## config.mk

```make
export PLATFORM = sky130hd
export DESIGN_NAME = uart_irq_status
export DESIGN_NICKNAME = d
export VERILOG_FILES = /design/src/rtl/uart_irq_pkg.sv /design/src/rtl/uart_irq_pend.sv /design/src/rtl/uart_irq_prio.sv /design/src/rtl/uart_irq_encode.sv /design/src/rtl/uart_irq_status.sv
export SDC_FILE = /design/constraint.sdc
export NUM_CORES = 1
export LEC_CHECK = 0
export BUFFER_PORTS_ARGS = -buffer_cell sky130_fd_sc_hd__buf_2
export CORE_MARGIN = 2
export CORE_UTILIZATION = 40
export DETAILED_ROUTE_END_ITERATION = 10
export PLACE_DENSITY = 0.7
export SLEW_MARGIN = 5
export SYNTH_ARGS = -nofsm -noshare
export SYNTH_HDL_FRONTEND = slang
export SYNTH_HIERARCHICAL = 1
export SYNTH_SLANG_ARGS = --single-unit
```

## constraint.sdc

```tcl
create_clock -name clk -period 1.62 [get_ports clk]
set_clock_uncertainty 0.1 [all_clocks]
set_input_delay 0.243 -clock clk [delete_from_list [all_inputs] [get_ports clk]]
set_output_delay 0.243 -clock clk [all_outputs]
set_load 0.03 [all_outputs]
```

## src/rtl/uart_irq_pkg.sv

```systemverilog
package uart_irq_pkg;
  localparam int NSRC   = 5;
  localparam int CODE_W = 4;
  localparam int STAT_W = 8;

  localparam int SRC_LINE = 0;
  localparam int SRC_RXRD = 1;
  localparam int SRC_RXTO = 2;
  localparam int SRC_TXE  = 3;
  localparam int SRC_MDM  = 4;

  typedef logic [CODE_W-1:0] code_t;

  localparam code_t CODE_NONE = 4'b0001;

  function automatic code_t code_of(input int idx);
    case (idx)
      SRC_LINE: code_of = 4'b0110;
      SRC_RXRD: code_of = 4'b0100;
      SRC_RXTO: code_of = 4'b1100;
      SRC_TXE:  code_of = 4'b0010;
      default:  code_of = 4'b0000;
    endcase
  endfunction
endpackage

```

## src/rtl/uart_irq_pend.sv

```systemverilog
module uart_irq_pend #(
  parameter int N = 5,
  parameter logic [N-1:0] LEVEL_CLR = '0
) (
  input  logic         clk,
  input  logic         rst_n,
  input  logic [N-1:0] ev_i,
  input  logic [N-1:0] en_i,
  input  logic [N-1:0] ack_i,
  output logic [N-1:0] pend_o
);
  logic [N-1:0] ev_q;
  logic [N-1:0] pend_q;
  logic [N-1:0] pend_d;

  for (genvar i = 0; i < N; i++) begin : g_src
    logic rise;
    logic drop;
    assign rise = ev_i[i] & ~ev_q[i];
    if (LEVEL_CLR[i]) begin : g_lvl
      assign drop = ack_i[i] | ~ev_i[i];
    end else begin : g_evt
      assign drop = ack_i[i];
    end
    always_comb begin
      pend_d[i] = pend_q[i] & ~drop;
      if (rise && en_i[i]) pend_d[i] = 1'b1;
    end
  end

  always_ff @(posedge clk or negedge rst_n) begin
    if (!rst_n) begin
      ev_q   <= '0;
      pend_q <= '0;
    end else begin
      ev_q   <= ev_i;
      pend_q <= pend_d;
    end
  end

  assign pend_o = pend_q;
endmodule

```

## src/rtl/uart_irq_prio.sv

```systemverilog
module uart_irq_prio #(
  parameter int N = 5
) (
  input  logic [N-1:0] req_i,
  output logic [N-1:0] grant_o,
  output logic         any_o
);
  always_comb begin
    grant_o = '0;
    for (int i = N - 1; i >= 0; i--) begin
      if (req_i[i]) begin
        grant_o    = '0;
        grant_o[i] = 1'b1;
      end
    end
  end
  assign any_o = |req_i;
endmodule

```

## src/rtl/uart_irq_encode.sv

```systemverilog
module uart_irq_encode
  import uart_irq_pkg::*;
#(
  parameter int N = NSRC
) (
  input  logic [N-1:0] grant_i,
  output code_t        code_o
);
  always_comb begin
    code_o = CODE_NONE;
    for (int i = 0; i < N; i++) begin
      if (grant_i[i]) code_o = code_of(i);
    end
  end
endmodule

```

## src/rtl/uart_irq_status.sv

```systemverilog
module uart_irq_status
  import uart_irq_pkg::*;
(
  input  logic              clk,
  input  logic              rst_n,
  input  logic              fifo_mode_i,
  input  logic [NSRC-1:0]   src_en_i,
  input  logic              line_err_i,
  input  logic              rx_ready_i,
  input  logic              rx_timeout_i,
  input  logic              tx_empty_i,
  input  logic              modem_chg_i,
  input  logic              rd_stb_i,
  output logic [STAT_W-1:0] status_o,
  output logic              irq_o
);
  localparam logic [NSRC-1:0] LVL_MASK = (NSRC'(1) << SRC_RXRD) | (NSRC'(1) << SRC_RXTO);

  logic [NSRC-1:0] ev;
  logic [NSRC-1:0] pend;
  logic [NSRC-1:0] req;
  logic [NSRC-1:0] grant;
  logic [NSRC-1:0] ack;
  logic            any;
  code_t           code;
  logic            fifo_q;
  logic            fifo_d;

  always_comb begin
    ev           = '0;
    ev[SRC_LINE] = line_err_i;
    ev[SRC_RXRD] = rx_ready_i;
    ev[SRC_RXTO] = rx_timeout_i;
    ev[SRC_TXE]  = tx_empty_i;
    ev[SRC_MDM]  = modem_chg_i;
  end

  uart_irq_pend #(.N(NSRC), .LEVEL_CLR(LVL_MASK)) u_pend (
    .clk    (clk),
    .rst_n  (rst_n),
    .ev_i   (ev),
    .en_i   (src_en_i),
    .ack_i  (ack),
    .pend_o (pend)
  );

  assign req = pend & src_en_i;

  uart_irq_prio #(.N(NSRC)) u_prio (
    .req_i   (req),
    .grant_o (grant),
    .any_o   (any)
  );

  uart_irq_encode #(.N(NSRC)) u_enc (
    .grant_i (grant),
    .code_o  (code)
  );

  assign ack = rd_stb_i ? grant : '0;

  always_comb begin
    fifo_d = fifo_q;
    fifo_d = fifo_mode_i;
  end

  always_ff @(posedge clk or negedge rst_n) begin
    if (!rst_n) fifo_q <= 1'b0;
    else        fifo_q <= fifo_d;
  end

  assign status_o = {fifo_q, fifo_q, 2'b00, code};
  assign irq_o    = any;
endmodule

```

==> results.py, run 1 <==
metrics = {
    "outcome": {
        "run_status": "finished with violations",
        "failing_checks": "negative setup slack",
    },
    "detailed_routing": {
        "detailedRoute.firstPassIterationCount": 2,
        "routed_length_on_met2_um": 634,
        "totalWireLength_um": 1200,
        "via_count": 500,
        "count_of_nets_left_with_antenna_violations_after_detail_routing": 0,
        "topRoutingLayerUsed": "met4",
        "wl_met1_um": 504,
        "avgViaCountPerCell": 4.76,
        "detail_route.iter0.violations": 2,
        "drc_errors": 0,
        "routedWlPerCell_um": 11.4,
        "met3_wirelength_um": 45,
    },
    "sta": {
        "worst_hold_margin_ps": 153,
        "final_critical_path_setup_slack_ps": -417,
        "fin_crit_ps": 2040,
        "max_freq_mhz": 491,
        "setup_viol_count_final": 5,
        "final-hold-violation-count": 0,
        "finalCritPeriodShare_pct": 126,
        "setup_total_negative_slack_ps": -1580,
        "rsz0062_at_grt": "true",
        "report.final.slew_viol_count": 0,
    },
    "yosys": {
        "synthDistinctLibCells": 18,
        "syn_inst": 55,
        "synth_area_leader_cell": "dfrtp_1",
        "syn_area_um2": 563,
        "post_synthesis_sequential_area_ratio_pct": 48.9,
        "syn-mean-instance-area_um2": 10.2,
        "synth.yosys.warnings": 6,
        "synth_top_cell_area_share_pct": 48.9,
        "yosys_register_bits": 11,
        "ys_top_cells_by_area": "dfrtp_1 49%, and2_1 12%, buf_4 6.7%",
    },
    "critical_path": {
        "start_kind": "register",
        "cp-end-kind": "output port",
        "path_class": "reg2out",
        "critPathMaxFanout": 6,
        "max_stage_delay_ps": 390,
        "critPathSlowestCell": "or3b_4",
        "arrival_ps": 1690,
        "crit_path_cell_trace": "and2_4 -> and2b_2 -> or3b_4 -> a21oi_4 -> buf_6",
        "critical_path_required_ps": 1280,
    },
    "placed_design": {
        "quantity_of_i_o_buffers_inserted_on_ports": 20,
        "post_placement_cell_area_um2": 756,
        "placement.setup.worst_slack_ps": -189,
        "detailedPlacementHpwl_um": 810,
        "global_placement_routability_congestion": 0.707,
    },
    "cells_and_area": {
        "filler_cell_count": 104,
        "finalCoreUtilization_pct": 71.5,
        "final_standard_cell_area_without_fillers_um2": 931,
        "drive_above_1_share_pct": 55.6,
        "syn_to_final_growth_pct": 65.3,
        "nNetsFinal": 105,
        "n_antenna_cell": 0,
    },
    "clock_tree": {
        "tritoncts": "built",
        "sinks_on_clock_net": 11,
        "root_buffer": "clkbuf_4",
        "clk_path_buf_depth": 2,
        "clk-insertion-delay-late_ps": 260,
        "clk_transition_reported_paths_ps": 70,
        "cts_htree_levels": 1,
        "numCtsBuffers": 3,
    },
    "die": {
        "floorplan.die_area_um2": 1720,
        "initial_core_util_pct": 43.3,
        "io_pins": 23,
        "floorplan.die.height_um": 41.5,
        "placement_rows": 13,
        "chipWidth_um": 41.5,
        "design.core.area_um2": 1300,
    },
    "global_route": {
        "grt_antenna_before_repair": 0,
        "grt_first_pass_wirelength_um": 1980,
        "grt_max_degree": 12,
        "globalRouteTotalUtil_pct": 14.8,
        "globalRouteOverflowTotal": 0,
        "via_count_of_the_first_global_routing_pass": 509,
    },
    "job": {
        "max_cap_viol_count": 0,
    },
    "power_and_ir_drop": {
        "pwr_density_cell_nw_per_um2": 969,
        "power.ir.vdd_worst_v": 0.000617,
        "total_leakage_power_nw": 0.451,
    },
    "hold_path": {
        "hold_class": "in2reg",
    },
}
## cell usage after synthesis
cell type	count
nand3b_1	1
dfrtp_1	11
inv_1	4
o22ai_1	2
o21ai_0	1
or3b_1	1
a21oi_1	1
and2_1	11
nor3b_1	3
conb_1	1
nor4_2	1
buf_4	5
nand2_1	2
and2b_2	1
nor3_1	2
a21boi_2	2
nor4b_1	1
nand2b_1	5
## final timing paths
kind / from / to / slack (ps) / cells after the start
max in group asynchronous: rst_n / u_pend/pend_o[4] / 900 / 2
worst min register to register: u_pend/ev_q[3] / u_pend/pend_o[3] / 350 / 1
min in group asynchronous: rst_n / u_pend/ev_q[0] / 320 / 2
worst max-delay path: u_pend/pend_o[0] / status_o[1] / -420 / 5
worst max register to register: u_pend/pend_o[0] / u_pend/pend_o[4] / 60 / 5
worst min-delay path: src_en_i[2] / u_pend/pend_o[2] / 150 / 3
## cell usage in the layout (no fill, tap or decap), drive strengths merged, types with 3 or more instances in the layout
master        n
inv           4
nor3b         3
dlygate4sd3   7
and2         11
dfrtp        11
clkbuf        4
buf          28
nand2b        5
## critical path, delay by kind of cell (launching register included)
kind | cells | cell delay, ps
flip-flops | 1 | 360
AND/OR/NAND/NOR | 3 | 820
buffers and inverters | 1 | 140
AO/OA/AOI/OAI | 1 | 130
## metal layers
| layer | vias up | global-route usage, % |
|---|---|---|
| met5 | - | 0 |
| met1 | 236 | 17.1 |
| met2 | 14 | 25.9 |
| met3 | 2 | 1.30 |
| li1 | 248 | - |
| met4 | 0 | 9.68 |
## timing repair
action,in CTS,in global routing
pin swaps,7,2
gates resized for setup,15,3
setup endpoints to repair,6,7
gates cloned,0,0
endpoints found under the hold margin,17,0
setup buffers,4,2
hold buffers,7,0
## kinds of logic after synthesis
group | synth area share (%)
simple gates | 33.1
buf+inv | 9.33
other cells | 0.666
compound gates | 8.00
flops | 48.9
## per-stage QoR
| step | total power [mW] | instances |
|---|---|---|
| 5_1_grt | 0.954 | 105 |
| 6_report | 0.902 | 105 |
| 3_5_place_dp | 0.642 | 91 |
| 2_1_floorplan | 0.547 | 56 |
| 3_3_place_gp | 0.635 | 91 |
| 4_1_cts | 0.881 | 104 |
## registers in the layout (all words and copies together), names as in the netlist
| name | cells |
|---|---|
| fifo_q | 1 |
| u_pend/ev_q | 5 |
| u_pend/pend_o | 5 |
## power breakdown
part	switching, mW	internal [mW]	leakage [nW]
Combinational	0.194	0.209	0.306
Clock	0.0829	0.0950	0.0150
Sequential	0.0136	0.307	0.129
Total	0.291	0.611	0.451
## cell type report
type | instances | area, µm² | area share, %
multi-input cells | 36 | 334 | 35.9
flip-flops and latches | 11 | 275 | 29.6
repair buffers | 35 | 262 | 28.1
clock buffers | 4 | 26.3 | 2.82
well taps | 15 | 18.8 | 2.02
inverters | 4 | 15.0 | 1.61
No activity file was read; power rests on OpenSTA's default activity.
==> inputs of run 2 (changes only) <==
--- a/config.mk
+++ b/config.mk
@@ -6,10 +6,10 @@
 export NUM_CORES = 1
 export LEC_CHECK = 0
 export BUFFER_PORTS_ARGS = -buffer_cell sky130_fd_sc_hd__buf_2
-export CORE_MARGIN = 2
-export CORE_UTILIZATION = 40
+export CORE_AREA = 2 2 39 41
 export DETAILED_ROUTE_END_ITERATION = 10
-export PLACE_DENSITY = 0.7
+export DIE_AREA = 0 0 41 43
+export PLACE_DENSITY = 0.71
 export SLEW_MARGIN = 5
 export SYNTH_ARGS = -nofsm -noshare
 export SYNTH_HDL_FRONTEND = slang
==> constraint.sdc (replaced) <==
create_clock -name clk -period 2.6 [get_ports clk]
set_clock_uncertainty 0.1 [all_clocks]
set_input_delay 0.39 -clock clk [delete_from_list [all_inputs] [get_ports clk]]
set_output_delay 0.39 -clock clk [all_outputs]
set_load 0.03 [all_outputs]
==> run 2 against run 1 <==
  * The flow now finishes without violations
  * Sequential share of layout area rose by 10 points
  * Hold slack got worse by 22 ps
  * Non-clock buffer count fell by 13
  * Sequential power fell by 38%
  * Critical path type unchanged
  * Highest routed layer is now met3
==> results.py, run 2 (synthesis results as in run 1) <==
metrics = {
    "die": {
        "floorplan.die.height_um": 43,
        "chipWidth_um": 41,
        "initial_core_util_pct": 40.7,
        "floorplan.die_area_um2": 1760,
        "io_pins": 23,
        "placement_rows": 14,
        "design.core.area_um2": 1380,
    },
    "hold_path": {
        "hold_class": "in2reg",
        "hold_path_startpoint": "fifo_mode_i",
    },
    "placed_design": {
        "detailedPlacementHpwl_um": 716,
        "post-place-cells": 88,
        "quantity_of_i_o_buffers_inserted_on_ports": 20,
        "global_placement_routability_congestion": 0.631,
    },
    "job": {
        "max_cap_viol_count": 0,
    },
    "power_and_ir_drop": {
        "pwr_density_cell_nw_per_um2": 657,
        "seqPwrFrac_pct": 43.6,
        "total_switching_power_uw": 147,
        "total_leakage_power_nw": 0.343,
        "comb_power_share_pct": 32.3,
        "netSwitchingFraction_pct": 32.3,
        "cellInternalPower_uw": 308,
        "power.ir.vdd_worst_v": 0.000295,
        "clockPowerShare_pct": 24.0,
    },
    "cells_and_area": {
        "drive_above_1_share_pct": 36.4,
        "n_antenna_cell": 0,
        "finalCoreUtilization_pct": 50.1,
        "filler_cell_count": 135,
        "nNetsFinal": 92,
        "instances_no_fill": 93,
        "syn_to_final_growth_pct": 23.1,
        "multi_input_area_um2": 239,
        "layout_common_cells": "20 x buf_2, 11 x and2_1, 11 x dfrtp_1, 5 x nand2b_1, 4 x inv_1",
        "most_common_cell_after_layout_fill_and_taps_aside": "buf_2",
        "register_area_um2": 275,
    },
    "critical_path": {
        "timing.critical_path.from": "u_pend/pend_o[0]",
        "critical_path_required_ps": 2110,
        "max_stage_delay_ps": 350,
        "critPathMaxFanout": 7,
        "crit_path_cell_trace": "and2_1 -> and2b_2 -> or3b_1 -> a21oi_1 -> buf_2",
        "timing.rr.start": "u_pend/pend_o[0]",
        "critPathSlowestCell": "or3b_1",
        "start_kind": "register",
        "arrival_ps": 1800,
        "cp-end-kind": "output port",
        "path_class": "reg2out",
    },
    "clock_tree": {
        "numCtsBuffers": 3,
        "tritoncts": "built",
        "postCtsResizedCells": 0,
        "postCtsSetupBuffers": 0,
        "root_buffer": "clkbuf_4",
        "sinks_on_clock_net": 11,
        "clk_transition_reported_paths_ps": 60,
        "cts_htree_levels": 1,
        "clk_path_buf_depth": 2,
        "clk-insertion-delay-late_ps": 260,
    },
    "global_route": {
        "globalRouteOverflowTotal": 0,
        "via_count_of_the_first_global_routing_pass": 371,
        "globalRouteTotalUtil_pct": 12.8,
        "grt_max_degree": 12,
        "grt_antenna_before_repair": 0,
        "grt_first_pass_wirelength_um": 1420,
    },
    "detailed_routing": {
        "detail_route.iter0.violations": 9,
        "avgViaCountPerCell": 4.51,
        "totalWireLength_um": 908,
        "met3_wirelength_um": 37,
        "routed_length_on_met2_um": 482,
        "via_count": 419,
        "drc_errors": 0,
        "count_of_nets_left_with_antenna_violations_after_detail_routing": 0,
        "detailedRoute.firstPassIterationCount": 4,
        "topRoutingLayerUsed": "met3",
        "routedWlPerCell_um": 9.76,
        "wl_met1_um": 389,
    },
    "sta": {
        "fin_crit_ps": 2290,
        "worst_hold_margin_ps": 131,
        "rsz0062_at_grt": "false",
        "finalCritPeriodShare_pct": 88.1,
        "setup_viol_count_final": 0,
        "max_freq_mhz": 437,
        "setup_total_negative_slack_ps": 0,
        "final-hold-violation-count": 0,
        "report.final.slew_viol_count": 0,
    },
    "outcome": {
        "run_status": "complete, no violations",
    },
}
## run 2: changes by cell type in the layout (fill, tap and decap cells not counted), moves of 2 or more
cell | before | now
nor3b_1 | 0 | 3
buf_6 | 5 | 0
and2_4 | 5 | 0
and2_1 | 6 | 11
buf_4 | 8 | 1
nor3b_2 | 2 | 0
dlygate4sd3_1 | 7 | 1
nor3_2 | 2 | 0
buf_2 | 15 | 20
nor3_1 | 0 | 2
## run 2: metal layers
metal / vias to the layer above / GRT usage, %
li1: 218 / -
met1: 192 / 15.1
met2: 9 / 17.8
met3: 0 / 1.57
met4: 0 / 14.0
met5: - / 0
## run 2: power by group through the flow
stage | sequential (mW) | combinational (mW) | clock (mW)
after floorplan | 0.201 | 0.111 | 0
after global placement | 0.201 | 0.144 | 0
after detailed placement | 0.202 | 0.147 | 0
after CTS | 0.199 | 0.149 | 0.118
after global routing | 0.202 | 0.163 | 0.129
final | 0.199 | 0.147 | 0.109
## run 2: final cells by class
class / instances / share of cell area (%)
Multi-Input combinational cell: 36 / 34.5
Timing Repair Buffer: 22 / 17.0
Clock buffer: 4 / 3.79
Tap cell: 16 / 2.89
Sequential cell: 11 / 39.7
Inverter: 4 / 2.17
## run 2: critical path, delay by kind of cell, from the launching register on
| family | cells | cell delay (ps) |
|---|---|---|
| simple gates | 3 | 860 |
| buf+inv | 1 | 200 |
| compound gates | 1 | 140 |
| flops | 1 | 340 |
## run 2: stage by stage
step                      setup WS, ps  total power [mW]  cell area [µm²]
after floorplan                    347             0.312              567
after global placement             484             0.345              657
after detailed placement           443             0.348              657
after CTS                          284             0.465              693
after global routing               180             0.494              693
final                              310             0.455              693
## run 2: timing repair
action | CTS | global route
endpoints found under the setup margin | 0 | 0
endpoints found under the hold margin | 11 | 0
hold buffers | 1 | 0
## run 2: path summary, 6_finish.rpt
check	end	slack, ps	depth (start not counted)
worst max-delay path	status_o[1]	310	5
worst min-delay path	fifo_q	130	1
worst max register to register	u_pend/pend_o[4]	980	5
worst min register to register	u_pend/pend_o[3]	330	1
max in group asynchronous	u_pend/pend_o[0]	1770	2
min in group asynchronous	u_pend/ev_q[0]	440	2
==> inputs of run 3 (changes only) <==
--- a/config.mk
+++ b/config.mk
@@ -5,12 +5,12 @@
 export SDC_FILE = /design/constraint.sdc
 export NUM_CORES = 1
 export LEC_CHECK = 0
-export BUFFER_PORTS_ARGS = -buffer_cell sky130_fd_sc_hd__buf_2
+export BUFFER_PORTS_ARGS = -buffer_cell sky130_fd_sc_hd__buf_4
 export CORE_AREA = 2 2 39 41
 export DETAILED_ROUTE_END_ITERATION = 10
 export DIE_AREA = 0 0 41 43
+export GPL_TIMING_DRIVEN = 0
 export PLACE_DENSITY = 0.71
-export SLEW_MARGIN = 5
 export SYNTH_ARGS = -nofsm -noshare
 export SYNTH_HDL_FRONTEND = slang
 export SYNTH_HIERARCHICAL = 1
==> run 3 against run 2 <==
  * Count of clock-buffer cells in the layout unchanged
  * Critical path depth unchanged
  * Non-clock buffer count increased by 4
  * Die area unchanged
  * Largest cell class unchanged
  * Maximum frequency decreased by 4.9%
  * Core utilization increased by 5.8 points
  * Clock power increased by 4%
  * Sequential share of layout area decreased by 4.1 points
  * Via count increased by 2.1%
  * Critical path type unchanged
==> results.py, run 3 (synthesis results as in run 1) <==
metrics = {
    "placed_design": {
        "global_placement_routability_congestion": 0.653,
        "quantity_of_i_o_buffers_inserted_on_ports": 20,
        "post_placement_cell_area_um2": 737,
        "detailedPlacementHpwl_um": 749,
    },
    "critical_path": {
        "cp-end-kind": "output port",
        "critical_path_required_ps": 2110,
        "timing.rr.start": "u_pend/pend_o[0]",
        "cp-endpoint": "status_o[1]",
        "path_class": "reg2out",
        "rr_worst_depth": 4,
        "critPathMaxFanout": 5,
        "arrival_ps": 1920,
        "start_kind": "register",
        "timing.critical_path.from": "u_pend/pend_o[0]",
        "worst_case_register_to_register_setup_slack_ps": 830,
        "worst_r2r_endpoint": "u_pend/pend_o[3]",
    },
    "cells_and_area": {
        "filler_cell_count": 125,
        "syn_to_final_growth_pct": 37.3,
        "drive_above_1_share_pct": 39.5,
        "n_antenna_cell": 0,
        "most_common_cell_after_layout_fill_and_taps_aside": "buf_4",
        "final_standard_cell_area_without_fillers_um2": 773,
        "layout_common_cells": "25 x buf_4, 11 x and2_1, 11 x dfrtp_1, 5 x nand2b_1, 4 x inv_1",
        "nNetsFinal": 96,
    },
    "die": {
        "floorplan.die.height_um": 43,
        "chipWidth_um": 41,
        "placement_rows": 14,
        "floorplan.die_area_um2": 1760,
        "io_pins": 23,
        "initial_core_util_pct": 40.7,
        "design.core.area_um2": 1380,
    },
    "sta": {
        "rsz0062_at_grt": "false",
        "fin_crit_ps": 2410,
        "finalCritPeriodShare_pct": 92.6,
        "max_freq_mhz": 415,
        "worst-slew-pin-transition_ps": 693,
        "timing.slew.headroom_pct": 53.1,
        "setup_total_negative_slack_ps": 0,
        "final-hold-violation-count": 0,
        "setup_viol_count_final": 0,
        "report.final.slew_viol_count": 0,
    },
    "detailed_routing": {
        "detailedRoute.firstPassIterationCount": 3,
        "routedWlPerCell_um": 10.4,
        "via_count": 428,
        "detail_route.iter0.violations": 2,
        "totalWireLength_um": 1010,
        "count_of_nets_left_with_antenna_violations_after_detail_routing": 0,
        "drc_errors": 0,
        "avgViaCountPerCell": 4.41,
    },
    "clock_tree": {
        "sinks_on_clock_net": 11,
        "clk_transition_reported_paths_ps": 70,
        "numCtsBuffers": 3,
        "root_buffer": "clkbuf_4",
        "tritoncts": "built",
        "clk_path_buf_depth": 2,
        "postCtsResizedCells": 0,
        "cts_htree_levels": 1,
        "clk-insertion-delay-late_ps": 260,
    },
    "power_and_ir_drop": {
        "total_leakage_power_nw": 0.379,
        "clockPowerShare_pct": 23.5,
        "netSwitchingFraction_pct": 31.9,
        "total_switching_power_uw": 153,
        "pwr_density_cell_nw_per_um2": 622,
        "power.ir.vdd_worst_v": 0.000336,
        "cellInternalPower_uw": 327,
        "seqPwrFrac_pct": 41.5,
        "comb_power_share_pct": 35.0,
    },
    "global_route": {
        "grt_antenna_before_repair": 0,
        "globalRouteTotalUtil_pct": 13.4,
        "globalRouteOverflowTotal": 0,
        "via_count_of_the_first_global_routing_pass": 353,
        "grt_first_pass_wirelength_um": 1510,
        "grt_max_degree": 12,
    },
    "job": {
        "max_cap_viol_count": 0,
    },
    "outcome": {
        "run_status": "complete, no violations",
    },
    "hold_path": {
        "hold_class": "in2reg",
    },
}
run 3: layer usage:
layer	wire, µm	track usage, %	up-vias
met5	0	0	-
met4	0	10.0	0
met3	46	1.57	0
met2	515	20.3	11
met1	448	16.3	189
li1	-	-	228
run 3: worst min-delay path by stage:
| stage | startpoint | endpoint | slack (ps) | cells after the start |
|---|---|---|---|---|
| 2_1_floorplan | rst_n | fifo_q | -6 | 0 |
| 6_report | fifo_mode_i | fifo_q | 130 | 1 |
| 4_1_cts | fifo_mode_i | fifo_q | 120 | 1 |
| 5_1_grt | fifo_mode_i | fifo_q | 120 | 1 |
| 3_5_place_dp | rst_n | u_pend/ev_q[1] | 130 | 1 |
| 3_3_place_gp | rst_n | u_pend/ev_q[1] | 130 | 1 |
run 3: critical path: stages, from the launching register on:
cell and delay [ps]:
dfrtp_1 380, and2_1 220, nor4b_1 660, inv_1 90, a21oi_1 140, buf_4 170
run 3: per-stage QoR:
| step | hold WS (ps) | cells | power (mW) | util [%] | worst slack (ps) |
|---|---|---|---|---|---|
| after floorplan | -5.59 | 56 | 0.312 | - | 347 |
| after global placement | 130 | 92 | 0.366 | 53.3 | 390 |
| after detailed placement | 133 | 92 | 0.369 | 53.3 | 357 |
| after CTS | 120 | 97 | 0.487 | 55.9 | 162 |
| after global routing | 121 | 97 | 0.511 | 55.9 | 80.8 |
| final | 131 | 97 | 0.481 | 55.9 | 193 |
run 3: power groups by stage:
stage	Sequential [mW]	Combinational, mW	Clock, mW
after floorplan	0.201	0.111	0
after global placement	0.201	0.165	0
after detailed placement	0.202	0.167	0
after CTS	0.199	0.169	0.119
after global routing	0.202	0.184	0.125
final	0.200	0.168	0.113
run 3: layout make-up:
cell class	count	area (µm²)	share of cell area, %
inverters	4	15.0	1.94
multi-input cells	36	239	30.9
plain buffers	5	37.5	4.85
clock buffers	4	26.3	3.40
well taps	16	20.0	2.59
flip-flops and latches	11	275	35.6
repair buffers	21	160	20.7
run 3: what timing repair did:
action,in CTS,in global routing
hold buffers,1,0
setup buffers,0,0
hold endpoints to repair,11,0
